### src/rtl/can_af_pkg.sv
package can_af_pkg;
  localparam int CH_W  = 3;
  localparam int XID_W = 29;

  typedef enum logic [1:0] {
    SEC_EXP_STD = 2'd0,
    SEC_GRP_STD = 2'd1,
    SEC_EXP_EXT = 2'd2,
    SEC_GRP_EXT = 2'd3
  } sect_e;

  typedef enum logic [1:0] {
    ST_IDLE  = 2'd0,
    ST_CHECK = 2'd1,
    ST_EVAL  = 2'd2
  } state_e;

  // 16-bit standard entry; id12 keeps the reserved bit on top of the id
  typedef struct packed {
    logic [CH_W-1:0] chan;
    logic            dis;
    logic [11:0]     id12;
  } std_ent_t;

  typedef struct packed {
    logic [CH_W-1:0]  chan;
    logic [XID_W-1:0] id;
  } ext_ent_t;
endpackage

### src/rtl/can_af_bounds.sv
module can_af_bounds #(
  parameter int AW = 6,
  localparam int BW = AW + 3,
  localparam int WW = AW + 2
) (
  input  logic          clk,
  input  logic          rst,
  input  logic          wr_en,
  input  logic [2:0]    wr_sel,
  input  logic [BW-1:0] wr_addr,
  input  logic          busy,
  input  logic          fmt,
  output logic [WW-1:0] start_w,
  output logic [WW-1:0] mid_w,
  output logic [WW-1:0] end_w
);
  localparam int NB = 5;

  logic [WW-1:0] bnd [NB];

  // byte address rounded up to the next whole word
  function automatic logic [WW-1:0] to_word(input logic [BW-1:0] b);
    return WW'(b[BW-1:2]) + WW'(|b[1:0]);
  endfunction

  for (genvar g = 0; g < NB; g++) begin : g_bnd
    always_ff @(posedge clk) begin
      if (rst) begin
        bnd[g] <= '0;
      end else if (wr_en && !busy && wr_sel == 3'(g)) begin
        bnd[g] <= to_word(wr_addr);
      end
    end

    // boundaries frozen during a lookup
    p_cfg_frozen_r10: assert property (@(posedge clk) disable iff (rst)
      (busy && wr_en) |=> $stable(bnd[g]));
  end

  assign start_w = fmt ? bnd[2] : bnd[0];
  assign mid_w   = fmt ? bnd[3] : bnd[1];
  assign end_w   = fmt ? bnd[4] : bnd[2];
endmodule

### src/rtl/can_af_table.sv
module can_af_table #(
  parameter int AW = 6,
  parameter int DW = 32
) (
  input  logic          clk,
  input  logic          rst,
  input  logic          we,
  input  logic [AW-1:0] waddr,
  input  logic [DW-1:0] wdata,
  input  logic          re,
  input  logic [AW-1:0] raddr,
  output logic [DW-1:0] rdata
);
  localparam int DEPTH = 1 << AW;

  logic [DW-1:0] mem [DEPTH];

  always_ff @(posedge clk) begin
    if (we) mem[waddr] <= wdata;
    if (re) rdata <= mem[raddr];
  end

  // no table write can land while a lookup reads the RAM
  p_rw_exclusive_r10: assert property (@(posedge clk) disable iff (rst)
    !(we && re));
endmodule

### src/rtl/can_af_cmp.sv
module can_af_cmp
  import can_af_pkg::*;
(
  input  sect_e       sect,
  input  logic [31:0] rdata,
  input  logic [31:0] lo_word,
  input  logic [2:0]  key_chan,
  input  logic [28:0] key_id,
  output logic        hit,
  output logic        hit_half
);
  std_ent_t eh, el;
  ext_ent_t xw, xl;
  logic [11:0] k12;
  logic mh, ml;

  assign eh  = rdata[31:16];
  assign el  = rdata[15:0];
  assign xw  = rdata;
  assign xl  = lo_word;
  assign k12 = {1'b0, key_id[10:0]};
  assign mh  = !eh.dis && eh.chan == key_chan && eh.id12 == k12;
  assign ml  = !el.dis && el.chan == key_chan && el.id12 == k12;

  always_comb begin
    hit      = 1'b0;
    hit_half = 1'b0;
    unique case (sect)
      SEC_EXP_STD: begin
        hit      = mh || ml;
        hit_half = !mh;
      end
      SEC_GRP_STD: hit = !eh.dis && !el.dis && eh.chan == key_chan &&
                         k12 >= eh.id12 && k12 <= el.id12;
      SEC_EXP_EXT: hit = xw.chan == key_chan && xw.id == key_id;
      SEC_GRP_EXT: hit = xl.chan == key_chan && key_id >= xl.id &&
                         key_id <= xw.id;
      default: hit = 1'b0;
    endcase
  end
endmodule

### src/rtl/can_af_seq.sv
module can_af_seq
  import can_af_pkg::*;
#(
  parameter int AW = 6,
  localparam int WW = AW + 2,
  localparam int IW = AW + 3
) (
  input  logic          clk,
  input  logic          rst,
  input  logic          req_valid,
  input  logic          req_ext,
  input  logic [2:0]    req_chan,
  input  logic [28:0]   req_id,
  input  logic [WW-1:0] start_w,
  input  logic [WW-1:0] mid_w,
  input  logic [WW-1:0] end_w,
  input  logic [31:0]   rdata,
  input  logic          hit,
  input  logic          hit_half,
  output logic          fmt,
  output sect_e         sect,
  output logic          rd_en,
  output logic [AW-1:0] rd_addr,
  output logic [2:0]    key_chan,
  output logic [28:0]   key_id,
  output logic [31:0]   lo_word,
  output logic          busy,
  output logic          done,
  output logic          accept,
  output logic [1:0]    match_sect,
  output logic [IW-1:0] match_idx
);
  state_e        st;
  logic          k_ext, ph, pair;
  logic [WW-1:0] cur, lo_w, hi_w, off;
  logic          in_range;
  logic [IW-1:0] idx;

  assign lo_w     = ph ? mid_w : start_w;
  assign hi_w     = ph ? end_w : mid_w;
  assign in_range = cur < hi_w;
  assign off      = cur - lo_w;
  assign sect     = sect_e'({k_ext, ph});
  assign fmt      = (st == ST_IDLE) ? req_ext : k_ext;
  assign rd_en    = (st == ST_CHECK) && in_range;
  assign rd_addr  = cur[AW-1:0];
  assign busy     = (st != ST_IDLE);

  always_comb begin
    unique case (sect)
      SEC_EXP_STD: idx = {off, hit_half};
      SEC_GRP_EXT: idx = IW'(off >> 1);
      default:     idx = IW'(off);
    endcase
  end

  always_ff @(posedge clk) begin
    if (rst) begin
      st         <= ST_IDLE;
      k_ext      <= 1'b0;
      key_chan   <= '0;
      key_id     <= '0;
      ph         <= 1'b0;
      pair       <= 1'b0;
      cur        <= '0;
      lo_word    <= '0;
      done       <= 1'b0;
      accept     <= 1'b0;
      match_sect <= '0;
      match_idx  <= '0;
    end else begin
      done <= 1'b0;
      unique case (st)
        ST_IDLE: begin
          if (req_valid) begin
            k_ext    <= req_ext;
            key_chan <= req_chan;
            key_id   <= req_ext ? req_id : {18'd0, req_id[10:0]};
            ph       <= 1'b0;
            pair     <= 1'b0;
            cur      <= start_w;
            st       <= ST_CHECK;
          end
        end
        ST_CHECK: begin
          if (in_range) begin
            st <= ST_EVAL;
          end else if (!ph) begin
            ph   <= 1'b1;
            pair <= 1'b0;
            cur  <= mid_w;
          end else begin
            done       <= 1'b1;
            accept     <= 1'b0;
            match_sect <= '0;
            match_idx  <= '0;
            st         <= ST_IDLE;
          end
        end
        ST_EVAL: begin
          if (sect == SEC_GRP_EXT && !pair) begin
            lo_word <= rdata;
            pair    <= 1'b1;
            cur     <= cur + 1'b1;
            st      <= ST_CHECK;
          end else if (hit) begin
            done       <= 1'b1;
            accept     <= 1'b1;
            match_sect <= sect;
            match_idx  <= idx;
            st         <= ST_IDLE;
          end else begin
            cur  <= cur + 1'b1;
            pair <= 1'b0;
            st   <= ST_CHECK;
          end
        end
        default: st <= ST_IDLE;
      endcase
    end
  end

  // done is a single-cycle strobe
  p_done_pulse_r9: assert property (@(posedge clk) disable iff (rst)
    done |=> !done);

  // a match always lies in a section of the frame's own format
  p_fmt_section_r6: assert property (@(posedge clk) disable iff (rst)
    (done && accept) |-> (match_sect[1] == k_ext));

  // a lookup only starts from a request
  p_start_on_req_r10: assert property (@(posedge clk) disable iff (rst)
    $rose(busy) |-> $past(req_valid));

  // the search key is frozen while busy
  p_key_frozen_r10: assert property (@(posedge clk) disable iff (rst)
    busy |=> $stable(key_id));

  // a reject reports a zero section and index
  p_reject_clean_r11: assert property (@(posedge clk) disable iff (rst)
    (done && !accept) |-> (match_idx == '0 && match_sect == 2'd0));
endmodule

### src/rtl/can_id_filter.sv
module can_id_filter
  import can_af_pkg::*;
#(
  parameter int AW = 6,
  localparam int BW = AW + 3,
  localparam int WW = AW + 2,
  localparam int IW = AW + 3
) (
  input  logic          clk,
  input  logic          rst,
  input  logic          cfg_we,
  input  logic [2:0]    cfg_sel,
  input  logic [BW-1:0] cfg_addr,
  input  logic          tbl_we,
  input  logic [AW-1:0] tbl_addr,
  input  logic [31:0]   tbl_data,
  input  logic          req_valid,
  input  logic          req_ext,
  input  logic [2:0]    req_chan,
  input  logic [28:0]   req_id,
  output logic          busy,
  output logic          done,
  output logic          accept,
  output logic [1:0]    match_sect,
  output logic [IW-1:0] match_idx
);
  logic          fmt, rd_en, hit, hit_half;
  logic [WW-1:0] start_w, mid_w, end_w;
  logic [AW-1:0] rd_addr;
  logic [31:0]   rdata, lo_word;
  logic [2:0]    key_chan;
  logic [28:0]   key_id;
  sect_e         sect;

  can_af_bounds #(.AW(AW)) bounds_i (
    .clk(clk), .rst(rst), .wr_en(cfg_we), .wr_sel(cfg_sel),
    .wr_addr(cfg_addr), .busy(busy), .fmt(fmt),
    .start_w(start_w), .mid_w(mid_w), .end_w(end_w)
  );

  can_af_table #(.AW(AW), .DW(32)) table_i (
    .clk(clk), .rst(rst), .we(tbl_we && !busy), .waddr(tbl_addr),
    .wdata(tbl_data), .re(rd_en), .raddr(rd_addr), .rdata(rdata)
  );

  can_af_cmp cmp_i (
    .sect(sect), .rdata(rdata), .lo_word(lo_word), .key_chan(key_chan),
    .key_id(key_id), .hit(hit), .hit_half(hit_half)
  );

  can_af_seq #(.AW(AW)) seq_i (
    .clk(clk), .rst(rst), .req_valid(req_valid), .req_ext(req_ext),
    .req_chan(req_chan), .req_id(req_id), .start_w(start_w),
    .mid_w(mid_w), .end_w(end_w), .rdata(rdata), .hit(hit),
    .hit_half(hit_half), .fmt(fmt), .sect(sect), .rd_en(rd_en),
    .rd_addr(rd_addr), .key_chan(key_chan), .key_id(key_id),
    .lo_word(lo_word), .busy(busy), .done(done), .accept(accept),
    .match_sect(match_sect), .match_idx(match_idx)
  );
endmodule

### config.mk
export PLATFORM = sky130hd
export DESIGN_NAME = can_id_filter
export DESIGN_NICKNAME = d
export VERILOG_FILES = /design/src/rtl/can_af_pkg.sv /design/src/rtl/can_af_bounds.sv /design/src/rtl/can_af_table.sv /design/src/rtl/can_af_cmp.sv /design/src/rtl/can_af_seq.sv /design/src/rtl/can_id_filter.sv
export SDC_FILE = /design/constraint.sdc
export NUM_CORES = 2
export LEC_CHECK = 0
export ABC_AREA = 1
export BUFFER_PORTS_ARGS = -buffer_cell sky130_fd_sc_hd__buf_2
export CORE_MARGIN = 8
export CORE_UTILIZATION = 45
export DETAILED_ROUTE_END_ITERATION = 8
export GPL_ROUTABILITY_DRIVEN = 0
export HOLD_SLACK_MARGIN = 0.06
export PLACE_DENSITY = 0.69
export SLEW_MARGIN = 20
export SYNTH_ARGS = -nofsm -noshare
export SYNTH_HDL_FRONTEND = slang
export SYNTH_SLANG_ARGS = --single-unit
export TNS_END_PERCENT = 5
### constraint.sdc
create_clock -name clk -period 4.8 [get_ports clk]
set_input_delay 0.72 -clock clk [delete_from_list [all_inputs] [get_ports clk]]
set_output_delay 0.72 -clock clk [all_outputs]
set_load 0.01 [all_outputs]
==> qor.csv <==
metric;value;unit
status;finished, final reports clean;
p_sw_frac;0.3508;
chipHeight;461.8;µm
worst_pin_slew;1161;ps
cp_cell_sequence;inv_1, ha_1, inv_6, nand2_1, nand2_2, or2_2, o21ai_0, inv_1, o21ai_0, ha_1, a21oi_1, nor2_1, a211oi_1, nand3_4, inv_1, buf_4;
fmax;251.4;MHz
cts-root-buf;clkbuf_16;
nets;7434;
grt_max_degree;144;
final_cell_area;101200;µm²
yosysTopAreaCellShare;0.7119;
dieArea;213200;µm²
drt_drc_violations_left;0;
p_leak;33.39;nW
row_count;163;
ys_top_cells_by_area;edfxtp_1 (71%), o21ai_0 (7.3%), nor2_1 (6.6%);
cpMostUsedCell;inv_1;
wl;264800;µm
hold_path_class;primary input to flip-flop;
cts_buffers;211;
fin_setup_tns;0;ps
via_per_inst;6.099;
cp_num_buf_inv;5;
power_density;537.2;nW/µm²
crit_fanout;33;
max_slew_margin;0.2259;
yosysSeqAreaShare;0.7321;
placed_area;94220;µm²
dp_hpwl;156100;µm
io_pins;102;
drtPass1Iterations;8;
cts_tree;built;
start_util;0.4530;
synth-main-ff-cell;edfxtp_1;
p_seq_frac;0.410;
critPathLaunchType;flip-flop;
cp_top_family;simple AND/OR/NAND/NOR gates;
synthToLayoutAreaGrowth;13.15;%
synth_warnings;0;
slowest_delay;510;ps
yosys-top-cells-count;edfxtp_1 (2120), nor2_1 (1564), o21ai_0 (1309);
clockBufferDepth;3;
power.internal;35.29;mW
p_comb_frac;0.282;
cp.arrival;4460;ps
die_x;461.8;µm
end_kind;flip-flop;
drv_cap;0;
synth_most_common_cell;edfxtp_1;
finClkSkew;68.57;ps
portBuffers;101;
avgSynthCellArea;12.47;µm²
drive_above_1_share;0.1041;
dr.first_iter.drc_count;9414;
post-route-min-period;3978;ps
synth_cells;7172;
p_total;54.36;mW
cts_setup_buffers;0;
fin_ws;821.8;ps
wire_per_inst;26.26;µm
crit_slowest_cell;buf_4;
clockPowerShare;0.308;
post_cts_resized;0;
hold_buffers;0;
synth_edf_count;2120;
dpl_worst_slack;899.4;ps
yosys.area.top_type;edfxtp_1;
grt.total_usage;0.2389;
cts_sinks;2210;
period_share;0.8288;
cts.clk_slew.worst_paths;70;ps
ys_types;50;
core_area;197400;µm²
htreeDepth;4;
ys_ff_latch;2210;
grt_pass1_wl;384600;µm
grt_setup_unrepaired;no;
worstSetupPathType;flip-flop to flip-flop;
vias;61518;
ant_nets;0;
finalMaxSlewViolations;0;
fin_util;0.5125;
fill_cells;16558;
antenna_found_initial;20;
syn_area;89420;µm²
clkLatencyLatePin;880;ps
setup_viol;0;
peakVddDrop;0.4781;mV
synth_fp_nets;7355;
grt_pass1_vias;58230;
required;5290;ps
hold_violations;0;
postSynth.asyncResetShare;0;
p_sw;19.07;mW
overflow;0;
## cell families (layout without fill, tap and decap cells)
group / Yosys count / in the layout / share of synthesized area
flops: 2210 / 2210 / 0.7321
mux: 2 / 2 / 0.0002239
other cells: 0 / 11 / 0
fa+ha+maj: 95 / 95 / 0.01338
buf+inv: 655 / 918 / 0.03108
xor+xnor: 13 / 13 / 0.001273
simple gates: 1982 / 1982 / 0.08630
compound gates: 2215 / 2215 / 0.1357
## flip-flops by register name, indices dropped and copies added, names as in the netlist
signal,count
seq_i.match_idx,9
table_i.rdata,32
table_i.mem,2048
seq_i.st,2
seq_i.done,1
bounds_i.bnd,40
seq_i.accept,1
seq_i.ph,1
seq_i.key_chan,3
seq_i.pair,1
seq_i.match_sect,2
seq_i.lo_word,32
seq_i.cur,8
seq_i.k_ext,1
seq_i.key_id,29
## worst register-to-register path, cell delays in order (launching register included)
cell and delay, ps:
dfxtp_1 340, inv_1 90, ha_1 400, inv_6 70
nand2_1 90, nand2_2 210, or2_2 360, o21ai_0 120
inv_1 100, o21ai_0 170, ha_1 280, a21oi_1 140
nor2_1 60, a211oi_1 390, nand3_4 160, inv_1 90
buf_4 510
## final timing paths
path | from | endpoint | slack [ps] | cells past startpoint
max | seq_i.st[0] | table_i.rdata[8] | 820 | 16
min | req_id[25] | seq_i.key_id[25] | 130 | 3
max reg2reg | seq_i.st[0] | table_i.rdata[8] | 820 | 16
min reg2reg | seq_i.match_idx[0] | seq_i.match_idx[0] | 470 | 2
## layout make-up
cell class,count,area (µm²),share of cell area
Clock inverter,142,1446,0.01429
Antenna cell,11,27.53,0.0002720
Sequential cell,2210,65480,0.6472
Multi-Input combinational cell,4307,21660,0.2141
Timing Repair Buffer,346,3073,0.03037
Clock buffer,255,5487,0.05422
Inverter,175,704.4,0.006962
Tap cell,2640,3303,0.03264
## stage by stage
step	hold slack, ps	cells
2_1_floorplan	435.1	7172
3_3_place_gp	448.7	9651
3_5_place_dp	459.6	9678
4_1_cts	73.92	10075
5_1_grt	103.5	10075
6_report	133.7	10086
## placed cells by master, fill, tap and decap left out, types with 38 or more instances in the layout
cell	instances
edfxtp_1	2120
nand2_1	298
clkinv_2	44
buf_4	200
o21ai_1	89
buf_12	38
buf_2	96
dfxtp_1	84
inv_1	164
clkbuf_1	41
o21ai_0	1309
nor2_4	66
clkinv_1	53
a21oi_1	107
nor2_1	1500
clkbuf_16	212
nand3_1	50
ha_1	94
o22ai_1	630
## power by group through the flow
stage | Clock, mW | Sequential (mW) | Combinational (mW)
after global routing | 17.6 | 22.3 | 16.3
after global placement | 0 | 22.6 | 14.6
after CTS | 16.9 | 22.2 | 14.9
final | 16.7 | 22.3 | 15.3
after detailed placement | 0 | 22.6 | 14.8
after floorplan | 0 | 22.1 | 8.99
## per-layer routing
layer	GRT usage	wire length (µm)	up-vias
met4	0.09136	11170	6
li1	-	-	26626
met5	0	46	-
met3	0.06603	34290	575
met2	0.3710	118900	4023
met1	0.3223	100400	30288
No activity file was read; power rests on OpenSTA's default activity.
